==> src/rtl/media_pkg.sv <==
package media_pkg;
  localparam int XLEN = 32;
  localparam int NW0  = 8;
  localparam int NW1  = 16;
  localparam int CR_W = 4;

  typedef enum logic [2:0] {
    OP_AVG    = 3'd0,
    OP_ABSD   = 3'd1,
    OP_ABSACC = 3'd2,
    OP_MIN    = 3'd3,
    OP_MAX    = 3'd4
  } media_op_e;

  typedef enum logic [1:0] {
    EW_8  = 2'd0,
    EW_16 = 2'd1,
    EW_32 = 2'd2
  } elem_w_e;

  typedef struct packed {
    logic lt;
    logic gt;
    logic eq;
    logic so;
  } cond_t;
endpackage

==> src/rtl/media_narrow.sv <==
// Keeps the low element bits and extends them back to full width.
module media_narrow
  import media_pkg::*;
#(
  parameter int W = XLEN
) (
  input  logic [W-1:0] data_i,
  input  logic [1:0]   width_i,
  input  logic         signed_i,
  output logic [W-1:0] data_o
);
  always_comb begin
    unique case (width_i)
      EW_8:    data_o = {{(W-NW0){signed_i & data_i[NW0-1]}}, data_i[NW0-1:0]};
      EW_16:   data_o = {{(W-NW1){signed_i & data_i[NW1-1]}}, data_i[NW1-1:0]};
      default: data_o = data_i;
    endcase
  end
endmodule

==> src/rtl/media_cmp.sv <==
// Compares a with b from the sign and zero of b - a.
module media_cmp
  import media_pkg::*;
#(
  parameter int W = XLEN + 1
) (
  input  logic [W-1:0] ax_i,
  input  logic [W-1:0] bx_i,
  output cond_t        cond_o
);
  logic [W:0] diff;

  assign diff = {bx_i[W-1], bx_i} - {ax_i[W-1], ax_i};

  always_comb begin
    cond_o.gt = diff[W];
    cond_o.eq = (diff == '0);
    cond_o.lt = ~diff[W] & (diff != '0);
    cond_o.so = 1'b0;
  end
endmodule

==> src/rtl/media_datapath.sv <==
module media_datapath
  import media_pkg::*;
#(
  parameter int W = XLEN
) (
  input  logic [W:0]   ax_i,
  input  logic [W:0]   bx_i,
  input  logic [W-1:0] acc_i,
  input  logic [2:0]   op_i,
  input  cond_t        cond_i,
  output logic [W-1:0] raw_o
);
  localparam int SW = W + 2;

  logic [SW-1:0] ae, be, sum, dab, dba;
  logic [W-1:0]  absd;

  assign ae   = {ax_i[W], ax_i};
  assign be   = {bx_i[W], bx_i};
  // carry-in of one gives round-half-up
  assign sum  = ae + be + {{(SW-1){1'b0}}, 1'b1};
  assign dab  = ae - be;
  assign dba  = be - ae;
  assign absd = cond_i.gt ? dab[W-1:0] : dba[W-1:0];

  always_comb begin
    unique case (op_i)
      OP_AVG:    raw_o = sum[W:1];
      OP_ABSD:   raw_o = absd;
      OP_ABSACC: raw_o = acc_i + absd;
      OP_MIN:    raw_o = cond_i.lt ? ax_i[W-1:0] : bx_i[W-1:0];
      OP_MAX:    raw_o = cond_i.gt ? ax_i[W-1:0] : bx_i[W-1:0];
      default:   raw_o = '0;
    endcase
  end
endmodule

==> src/rtl/media_alu.sv <==
module media_alu
  import media_pkg::*;
(
  input  logic            clk_i,
  input  logic            rst_ni,
  input  logic            in_valid_i,
  output logic            in_ready_o,
  input  logic [2:0]      op_i,
  input  logic [1:0]      width_i,
  input  logic            signed_i,
  input  logic            rec_i,
  input  logic [XLEN-1:0] a_i,
  input  logic [XLEN-1:0] b_i,
  input  logic [XLEN-1:0] acc_i,
  output logic            out_valid_o,
  input  logic            out_ready_i,
  output logic [XLEN-1:0] res_o,
  output logic [CR_W-1:0] cr_o
);
  logic [XLEN-1:0] an, bn, raw, res_d;
  logic [XLEN:0]   ax, bx;
  cond_t           cond;
  logic            accept;

  media_narrow #(.W(XLEN)) i_narrow_a (
    .data_i(a_i), .width_i(width_i), .signed_i(signed_i), .data_o(an)
  );
  media_narrow #(.W(XLEN)) i_narrow_b (
    .data_i(b_i), .width_i(width_i), .signed_i(signed_i), .data_o(bn)
  );

  // extra top bit makes one signed compare serve both modes
  assign ax = {signed_i & an[XLEN-1], an};
  assign bx = {signed_i & bn[XLEN-1], bn};

  media_cmp #(.W(XLEN+1)) i_cmp (
    .ax_i(ax), .bx_i(bx), .cond_o(cond)
  );

  media_datapath #(.W(XLEN)) i_dp (
    .ax_i(ax), .bx_i(bx), .acc_i(acc_i), .op_i(op_i),
    .cond_i(cond), .raw_o(raw)
  );

  media_narrow #(.W(XLEN)) i_narrow_r (
    .data_i(raw), .width_i(width_i), .signed_i(signed_i), .data_o(res_d)
  );

  assign in_ready_o = ~out_valid_o | out_ready_i;
  assign accept     = in_valid_i & in_ready_o;

  always_ff @(posedge clk_i or negedge rst_ni) begin
    if (!rst_ni) begin
      out_valid_o <= 1'b0;
      res_o       <= '0;
      cr_o        <= '0;
    end else begin
      if (accept) begin
        out_valid_o <= 1'b1;
        res_o       <= res_d;
        if (rec_i) cr_o <= cond;
      end else if (out_ready_i) begin
        out_valid_o <= 1'b0;
      end
    end
  end
endmodule

==> config.mk <==
export PLATFORM = sky130hd
export DESIGN_NAME = media_alu
export DESIGN_NICKNAME = d
export VERILOG_FILES = /design/src/rtl/media_pkg.sv /design/src/rtl/media_narrow.sv /design/src/rtl/media_cmp.sv /design/src/rtl/media_datapath.sv /design/src/rtl/media_alu.sv
export SDC_FILE = /design/constraint.sdc
export NUM_CORES = 1
export LEC_CHECK = 0
export BUFFER_PORTS_ARGS = -buffer_cell sky130_fd_sc_hd__buf_4
export CAP_MARGIN = 0
export CELL_PAD_IN_SITES_DETAIL_PLACEMENT = 1
export CELL_PAD_IN_SITES_GLOBAL_PLACEMENT = 2
export CORE_MARGIN = 1.5
export CORE_UTILIZATION = 31
export CTS_CLUSTER_SIZE = 16
export DETAILED_ROUTE_END_ITERATION = 10
export PLACE_DENSITY_LB_ADDON = 0.12
export SKIP_LAST_GASP = 1
export SLEW_MARGIN = 20
export SYNTH_ARGS = -nofsm -noshare
export SYNTH_HDL_FRONTEND = slang
export SYNTH_HIERARCHICAL = 1
export SYNTH_SLANG_ARGS = --single-unit
==> constraint.sdc <==
create_clock -name clk_i -period 1.1 [get_ports clk_i]
set_input_delay 0.055 -clock clk_i [delete_from_list [all_inputs] [get_ports clk_i]]
set_output_delay 0.055 -clock clk_i [all_outputs]
set_load 0.03 [all_outputs]
==> metrics, run 1 <==
status complete, but fails checks; failing checks negative setup slack; DR vias/cell 5.37; Final Skew 0.00289 ns; Most Frequent Cell on Critical Path buf_4; combinational share of power 87.2%; Fillers 4964; met1 wire length 30700 microns; most common cell after layout, fill and taps aside buf_4; Arr. time, crit path 6.07 ns; clock transition at the registers of the reported paths 0.06 ns; CTS root buf clkbuf_16; slowest cell on the critical path ha_1; worst vdd ir 0.710 mV; CP startpoint kind input port; hold_ws 0.207 ns; largest net degree at the start of global routing 38; GR Overflow Total 0; mean post-synth cell area 7.01 sq um; synthesized netlist cell count 1783; sequential area share after synthesis 7.41%; WL final 65000 microns; clock power share 6.3%; DR top layer met4; met3 wire length 2100 microns; first-pass GRT wire length 99800 microns; Max clock buf depth 2; WP data required 1.27 ns; largest area contributor in the netlist ha_1; post-synthesis cell area 0.0125 sq mm; Synth Flop Type dfrtp_1; Final setup viols 37; crit path max fanout 17; switching pwr 14500 uW; H-tree Lvls 2; metal2 WL 30600 microns; NumNets Final 2818; max_slew headroom 60.0%; total global-route track usage 30.8%; CTS Sinks 37; DR pass1 iterations 6; maxcap violations 0; initial antenna violation count 0; die width 204 microns; CP delay by family, top compound AO/OA/AOI/OAI gates; core footprint 0.0397 sq mm; drt drc 0; # IOs 145; fin crit share 536%; Yosys cell types 97; Leak 0.0100 uW; die footprint 0.0415 sq mm; final core utilization 52.6%; worst skew pair latency 0.29 ns; post-synthesis register bit count 37; layout cell share with drive strength beyond 1 45.7%; 1st-iter DRT viols 897; Ys Warns 6; routability cong. 0.949; total CTS buffers 5; Post-synth EDFFs 0; average wire per standard cell 21.2 microns; syn nets 2057; Pint 15900 uW; setup slack after layout -4.80 ns; ys async rst share 100%; crit end category register; Hold Path Class input port to register; Peak Freq 0.170 GHz; Starting Density 31.5%; routed vias 16496; Area contributors post-synth ha_1, a21oi_1, dfrtp_1; CTS tree done; DIE HEIGHT 204 microns; Antenna Nets Post-Route 0; Synth top area share 16.2%; hpwl dp 54600 microns; switching part of the total 47.7%; Seq pwr share 6.5%; I/O Buffers 144; Slew @ Worst Pin 0.595 ns; Largest stage delay, worst path 0.38 ns; most frequent cells in the layout buf_4, nand2_1, a21oi_1, inv_1, ha_1; fin crit period 5.90 ns; Worst Path Buf+Inv 12; Cell Rows 73; unrepaired setup endpoints after global routing yes; type of the worst setup path input port to register; vias in the first global route 17584; Power Dens Cells 1460 mW/mm^2; final hold vios 0; Layout area overhead 67.3%; Final Max Tran Viols 0
## flip-flops by register name, summed over array words and instances, names as in the netlist
register,cells
out_valid_o,1
cr_o,4
res_o,32
## power groups by stage
stage                     Combinational [uW]  Clock, uW  Sequential [uW]
after floorplan                        11300          0             2760
after global placement                 22400          0             1990
after detailed placement               22800          0             2010
after CTS                              25700       1950             1990
after global routing                   28500       2000             2040
final                                  26600       1910             1990
## cells by family (layout without fill, tap and decap cells)
group                      after synthesis  after routing  share of synthesized area (%)
and+or+nand+nor                        517            518                           20.1
AOI/OAI and AO/OA                      639            639                           33.5
muxes                                   49             49                           4.74
buffers and inverters                  280           1041                           10.7
adders and majority gates              167            167                           17.0
DFF                                     37             37                           7.41
other                                    1              2                         0.0300
xor gates and xnor gates                93             93                           6.52
## Yosys cell counts (all sizes together), types with 14 or more instances
cell and count:
mux2 40, o21ai 165, o21bai 22, a22oi 15, inv 152, buf 87
a211oi 31, xor2 24, clkbuf 41, o21a 14, o211ai 33, a21o 21
ha 162, o31ai 16, a21oi 193, nor2 107, xnor2 69, nand4 36
nand2 196, a222oi 24, nor2b 17, dfrtp 37, nand3 38, nor3 34
nand2b 25
## per-stage QoR
stage | setup slack (ns) | cells | TNS (ns) | power, uW | cell area (sq um)
5_1_grt | -5.09 | 3070 | -156.23 | 32500 | 20900
6_report | -4.80 | 3071 | -145.57 | 30500 | 20900
4_1_cts | -4.69 | 3058 | -142.82 | 29600 | 20700
2_1_floorplan | -4.62 | 1783 | -139.69 | 14000 | 12900
3_3_place_gp | -5.77 | 2988 | -168.46 | 24300 | 18800
3_5_place_dp | -5.91 | 2988 | -172.74 | 24800 | 18800
## layer usage
layer / GRT usage (%) / vias up
li1: - / 7986
met1: 42.0 / 8082
met2: 53.0 / 348
met3: 1.25 / 80
met4: 7.99 / 0
met5: 0 / -
## repair_timing
item | 4_1_cts | 5_1_grt
resized for setup | 222 | 26
hold buffers | 2 | 0
cloned | 3 | 0
pin swaps | 68 | 39
hold endpoints to repair | 38 | 0
endpoints found under the setup margin | 37 | 37
setup buffers | 57 | 14
## worst register-to-register path, stage by stage (launching register included)
cell      delay, ns
dfrtp_2        0.39
nand2b_4       0.08
nand2_4        0.09
buf_12         0.17
mux2_2         0.38
## final timing paths
check                       startpoint     endpoint  slack (ns)  cells past startpoint
setup / recovery            width_i[1]    res_o[23]       -4.80                     37
hold / removal             out_ready_i  out_valid_o        0.21                      3
setup reg to reg           out_valid_o    res_o[23]       -0.12                      4
hold reg to reg              res_o[15]    res_o[15]        0.50                      1
max in group asynchronous       rst_ni  out_valid_o        0.46                      2
min in group asynchronous       rst_ni     res_o[2]        0.28                      2
## final cells by class
cell class	instances	area [sq um]	area share (%)
diodes	1	2.50	0.0120
clock buffers	5	125	0.598
clock inverters	3	65.1	0.311
inverters	152	581	2.78
multi-input cells	1467	11700	55.8
flip-flops and latches	37	927	4.43
well taps	525	657	3.14
repair buffers	881	6890	32.9
Note: power is estimated with default switching activity, not from simulation.
==> run 2, diff against run 1 <==
- ABC_AREA: default -> 1
- CORE_UTILIZATION: 31 -> 34
- SKIP_CTS_REPAIR_TIMING: default -> 1
- clock period: 1.1 -> 7 ns (I/O delays scaled with it)
==> run 2 against run 1 <==
Net effect: the run now ends clean; final cell count increased by 10%; first-iteration DRC count up 47%; sequential share of layout area up 1.2 points; hold slack worse by 0.18 ns; global-route usage increased by 3.2 points; cell area down 22%; area after synthesis is 19% higher.
==> metrics, run 2 <==
final hold vios 0 (unchanged); Area contributors post-synth nand2_1, ha_1, inv_1; Arr. time, crit path 6.73 ns (+0.66 ns); total global-route track usage 34.0% (+3.2 points); hpwl dp 67800 microns (+24%); placed cell count 3384 (+13%); total CTS buffers 5 (unchanged); switching part of the total 62.7% (+15 points); CTS Sinks 37 (unchanged); GR Overflow Total 0 (unchanged); top cells by count, synth nand2_1, inv_1, nor2_1; worst skew pair latency 0.29 ns (about the same); initial antenna violation count 0 (unchanged); Slew @ Worst Pin 0.933 ns (+0.337 ns); Final Skew 0.0100 ns (+0.00711 ns); die width 212 microns (+4.0%); area of the multi-input gates 0.0117 sq mm (+0.17%); pre-CTS setup slack -0.0523 ns (+5.86 ns); CTS root buf clkbuf_16; Post-synth EDFFs 0 (unchanged); post-synthesis register bit count 37 (unchanged); max_slew headroom 37.2% (-23 points); Critical R2R Launch out_valid_o; Final setup viols 0 (-100%); crit path max fanout 29 (+12); Synth top area share 21.4% (+5.2 points); WL final 77100 microns (+19%); switching pwr 2180 uW (-85%); maxcap violations 0 (unchanged); largest net degree at the start of global routing 41 (+7.9%); status complete, no violations; vias in the first global route 18914 (+7.6%); Synth Flop Type dfrtp_1; Layout area overhead 10.4%; H-tree Lvls 2 (unchanged); DIE HEIGHT 212 microns (+4.0%); syn nets 3002 (+46%); most common cell after layout, fill and taps aside nand2_1; biggest regs res_o: 32 flops, cr_o: 4 flops, out_valid_o: 1 flops; Fillers 6118 (+23%); slowest cell on the critical path ha_1; unrepaired setup endpoints after global routing no; Most Frequent Cell on Critical Path nand2_1; sequential area share after synthesis 6.23% (-1.2 points); Starting Density 34.5% (+3.0 points); DR vias/cell 5.45 (+1.4%); ys async rst share 100% (unchanged); layout cell share with drive strength beyond 1 10.2% (-36 points); synthesized netlist cell count 2728 (+53%); ant diodes 0 (-1); Pint 1300 uW (-92%); Hold Path Class input port to async pin; core footprint 0.0431 sq mm (+8.4%); routability cong. 1.10 (+15%); die footprint 0.0449 sq mm (+8.2%); post-synthesis cell area 0.0149 sq mm (+19%); fin crit period 6.56 ns; Antenna Nets Post-Route 0 (unchanged); most frequent cells in the layout nand2_1, inv_1, nor2_1, nand3_1, a21oi_1; combinational share of power 83.8% (-3.4 points); fin crit share 93.8%; Largest stage delay, worst path 0.44 ns (+0.06 ns); Power Dens Cells 212 mW/mm^2 (-85%); CTS tree done; routed vias 18475 (+12%); WP data required 7.17 ns (+5.90 ns); CP startpoint kind input port; NumNets Final 3080 (+9.3%); Layout Cells excl Fill 3392 (+10%); Seq pwr share 8.5% (+2.0 points); crit end category register; # IOs 145 (unchanged); mean post-synth cell area 5.44 sq um (-22%); average wire per standard cell 22.7 microns (+7.4%); hold_ws 0.0232 ns (-0.184 ns); 1st-iter DRT viols 1318 (+47%); Ys Warns 6 (unchanged); clock power share 7.7% (+1.4 points); drt drc 0 (unchanged); Final Max Tran Viols 0 (unchanged); FF+latch area 926 sq um (-0.13%); Yosys cell types 53 (-45%); Peak Freq 0.152 GHz; Largest register FFs 32 (unchanged); worst vdd ir 0.103 mV (-86%); first-pass GRT wire length 114000 microns (+14%); Leak 0.00934 uW (-6.6%); cell with the most instances after synthesis nand2_1; type of the worst setup path input port to register; Cell Rows 76 (+4.1%); Crit. Startpoint width_i[1]; setup slack after layout 0.437 ns (+5.24 ns); Max clock buf depth 2 (unchanged); I/O Buffers 144 (unchanged); largest area contributor in the netlist nand2_1; Largest Register res_o; clock transition at the registers of the reported paths 0.07 ns (about the same); Final Cell Area 0.0164 sq mm (-22%); placed cell area 0.0162 sq mm (-14%); Setup TNS 0 ns (+145.57 ns); DR pass1 iterations 6 (unchanged)
run 2: cell count changes after synthesis, moves of 21 or more:
cell      previous run  this run
a222oi_1            24         0
nor2_1             106       236
nand2_2              0        23
nand2_1            195       848
nand3_1             37       216
xnor2_1             69         1
inv_1              150       428
a211oi_1            24         0
nand3_2              1        41
clkbuf_1            41        11
nand2b_1            21         0
mux2_2              33         0
run 2: routing by layer:
layer / track usage (%) / routed length, microns / vias to the layer above
met5: 0 / 0 / -
met4: 16.8 / 4480 / 0
met3: 2.78 / 2980 / 135
met2: 58.1 / 35700 / 503
met1: 43.0 / 33900 / 8914
li1: - / - / 8923
run 2: worst max-delay path: cells and delay by family:
family / cells / cell delay [ns]
XOR/XNOR: 1 / 0.42
AND/OR/NAND/NOR: 23 / 3.49
AO/OA/AOI/OAI: 2 / 0.50
adder cells (fa/ha/maj): 2 / 0.85
buffers and inverters: 6 / 1.03
run 2: cell families after synthesis:
kind of cell	share of synthesized area, %
other	0.0252
muxes	0.202
and+or+nand+nor	44.8
buffers and inverters	15.3
xor gates and xnor gates	1.70
AOI/OAI and AO/OA	17.4
DFF	6.23
adders and majority gates	14.3
run 2: path summary, 6_finish.rpt:
check                            end  slack [ns]  cells after the start
hold reg to reg             res_o[8]        0.47                      2
hold / removal             res_o[14]        0.02                      1
min in group clk_i           cr_o[3]        0.35                      3
setup reg to reg            res_o[3]        5.06                      4
max in group asynchronous   res_o[2]        6.62                      1
setup / recovery           res_o[29]        0.44                     34
run 2: final cells by class:
type                    count  share of cell area [%]
multi-input cells        2165                    71.3
inverters                 434                    10.0
flip-flops and latches     37                    5.65
clock inverters             3                   0.282
clock buffers               5                   0.763
repair buffers            163                    7.53
well taps                 585                    4.47
run 2: metrics by stage:
step | total power [uW] | util (%)
floorplan | 2150 | -
global placement | 3100 | 37.6
detailed placement | 3140 | 37.6
CTS | 3420 | 38.0
global route | 3750 | 38.1
finish | 3480 | 38.1
run 2: power by group through the flow:
stage | clock network, uW | registers (uW) | logic (uW)
final | 267 | 296 | 2910
after global routing | 282 | 301 | 3170
after CTS | 272 | 297 | 2850
after detailed placement | 0 | 300 | 2840
after global placement | 0 | 297 | 2800
after floorplan | 0 | 390 | 1760
==> run 3, diff against run 2 <==
- CORE_UTILIZATION: 34 -> 32
- clock period: 7 -> 6.6 ns (I/O delays scaled with it)
==> run 3 against run 2 <==
Net effect: clock power decreased by 7.5%; final cell count increased by 0.85%; cell area increased by 0.81%; total power rose by 5.7%; via count hardly changed; sequential share of layout area about the same; wire length increased by 2.0%; global-route usage decreased by 1.4 points; register-to-register slack got worse by 0.43 ns; sequential power grew 6.8%.
==> metrics, run 3 (same netlist as run 2, synthesis figures left out) <==
status complete, no violations; Final setup viols 0 (unchanged); Layout Cells excl Fill 3421 (+0.85%); Largest Register res_o; crit end category register; Peak Freq 0.162 GHz; number of cells on the critical path 39 (+15%); WP data required 6.76 ns (-0.41 ns); Cell Rows 78 (+2.6%); worst vdd ir 0.131 mV (+27%); Layout area overhead 11.3%; vias in the first global route 19082 (+0.89%); fin crit period 6.19 ns; most frequent cells in the layout nand2_1, inv_1, nor2_1, nand3_1, a21oi_1; Antenna Nets Post-Route 0 (unchanged); routability cong. 1.03 (-6.5%); final hold vios 0 (unchanged); unrepaired setup endpoints after global routing no; Final Max Tran Viols 0 (unchanged); Largest register FFs 32 (unchanged); CTS root buf clkbuf_16; CP delay by family, top simple AND/OR/NAND/NOR gates; H-tree Lvls 2 (unchanged); total global-route track usage 32.6% (-1.4 points); routed vias 18472 (-0.016%); average wire per standard cell 23.0 microns (+1.1%); initial antenna violation count 0 (unchanged); 1st-iter DRT viols 1240 (-5.9%); Largest stage delay, worst path 0.40 ns (-0.04 ns); CP endpoint res_o[27]; R2R depth 4 (unchanged); DR vias/cell 5.40 (-0.86%); max_slew headroom 28.9% (-8.3 points); Arr. time, crit path 6.34 ns (-0.39 ns); Most Frequent Cell on Critical Path nand2_1; CP startpoint kind input port; R2R Path End res_o[23]; NumNets Final 3095 (+0.49%); total CTS buffers 5 (unchanged); GR Overflow Total 0 (unchanged); hold_ws 0.0251 ns (+0.00189 ns); core footprint 0.0456 sq mm (+5.8%); layout cell share with drive strength beyond 1 10.6% (+0.37 points); clock transition at the registers of the reported paths 0.06 ns (about the same); crit path max fanout 26 (-10%); CTS Sinks 37 (unchanged); Final Skew 0.00950 ns (-0.000497 ns); Power Dens Cells 222 mW/mm^2 (+4.8%); ant diodes 0 (unchanged); Critical R2R Launch out_valid_o; placed cell count 3414 (+0.89%); DR pass1 iterations 5 (-1); WL final 78600 microns (+2.0%); drt drc 0 (unchanged); CTS tree done; die width 218 microns (+3.0%); die footprint 0.0477 sq mm (+6.2%); Worst R2R Setup Slack 4.63 ns (-0.43 ns); hpwl dp 69400 microns (+2.4%); worst skew pair latency 0.29 ns (about the same); Hold Path Class input port to async pin; largest net degree at the start of global routing 41 (unchanged); biggest regs res_o: 32 flops, cr_o: 4 flops, out_valid_o: 1 flops; Starting Density 32.6% (-1.9 points); Worst Path Buf+Inv 11 (+5); first-pass GRT wire length 117000 microns (+2.0%); fin crit share 93.7%; type of the worst setup path input port to register; I/O Buffers 144 (unchanged); slowest cell on the critical path ha_1; Max clock buf depth 2 (unchanged); # IOs 145 (unchanged); Leak 0.00941 uW (+0.74%); Crit. Startpoint signed_i; Slew @ Worst Pin 1.07 ns (+0.134 ns); maxcap violations 0 (unchanged); DIE HEIGHT 218 microns (+3.0%); most common cell after layout, fill and taps aside nand2_1
[run 3: cell types whose count changed in the layout (fill, tap and decap cells not counted), sizes merged]
cell,delta
clkbuf,+1
buf,+15
clkinvlp,-1
bufinv,-1
[run 3: worst min-delay path by stage]
| stage | cells after the start | end | slack (ns) |
|---|---|---|---|
| after floorplan | 0 | cr_o[0] | 0.03 |
| after global placement | 1 | res_o[5] | 0.32 |
| after detailed placement | 1 | res_o[15] | 0.34 |
| after CTS | 1 | res_o[8] | 0.04 |
| after global routing | 1 | res_o[5] | 0.05 |
| final | 1 | res_o[14] | 0.03 |
[run 3: cell type report]
type                       instances  area [sq um]
tap                              600           751
timing repair buffer             178          1370
fill                            6406         29100
multi-input combinational       2165         11700
clock inverter                     1          7.51
sequential                        37           926
inverter                         434          1640
clock buffer                       6           139
[run 3: metrics by stage]
step	instance area [sq um]	setup slack (ns)	total power, uW	util, %	TNS (ns)
5_1_grt	16500	0.00295	3980	36.3	0
4_1_cts	16500	0.274	3630	36.2	0
2_1_floorplan	14900	1.62	2280	-	0
6_report	16500	0.413	3670	36.3	0
3_5_place_dp	16300	-0.0320	3370	35.9	-0.0320
3_3_place_gp	16300	0.0894	3330	35.9	0
[run 3: power breakdown]
part	total [uW]	internal (uW)	leakage (uW)	switching, uW
combinational	3110	940	0.00886	2170
clock	247	148	0.0000690	98.8
sequential	316	279	0.000483	36.9
total	3670	1370	0.00941	2310
[run 3: per-layer routing]
metal / wire [microns] / global-route usage [%] / vias up
met4: 4550 / 15.9 / 0
met2: 36200 / 55.2 / 438
met3: 2640 / 1.68 / 129
li1: - / - / 8954
met1: 35300 / 42.1 / 8951
met5: 0 / 0 / -
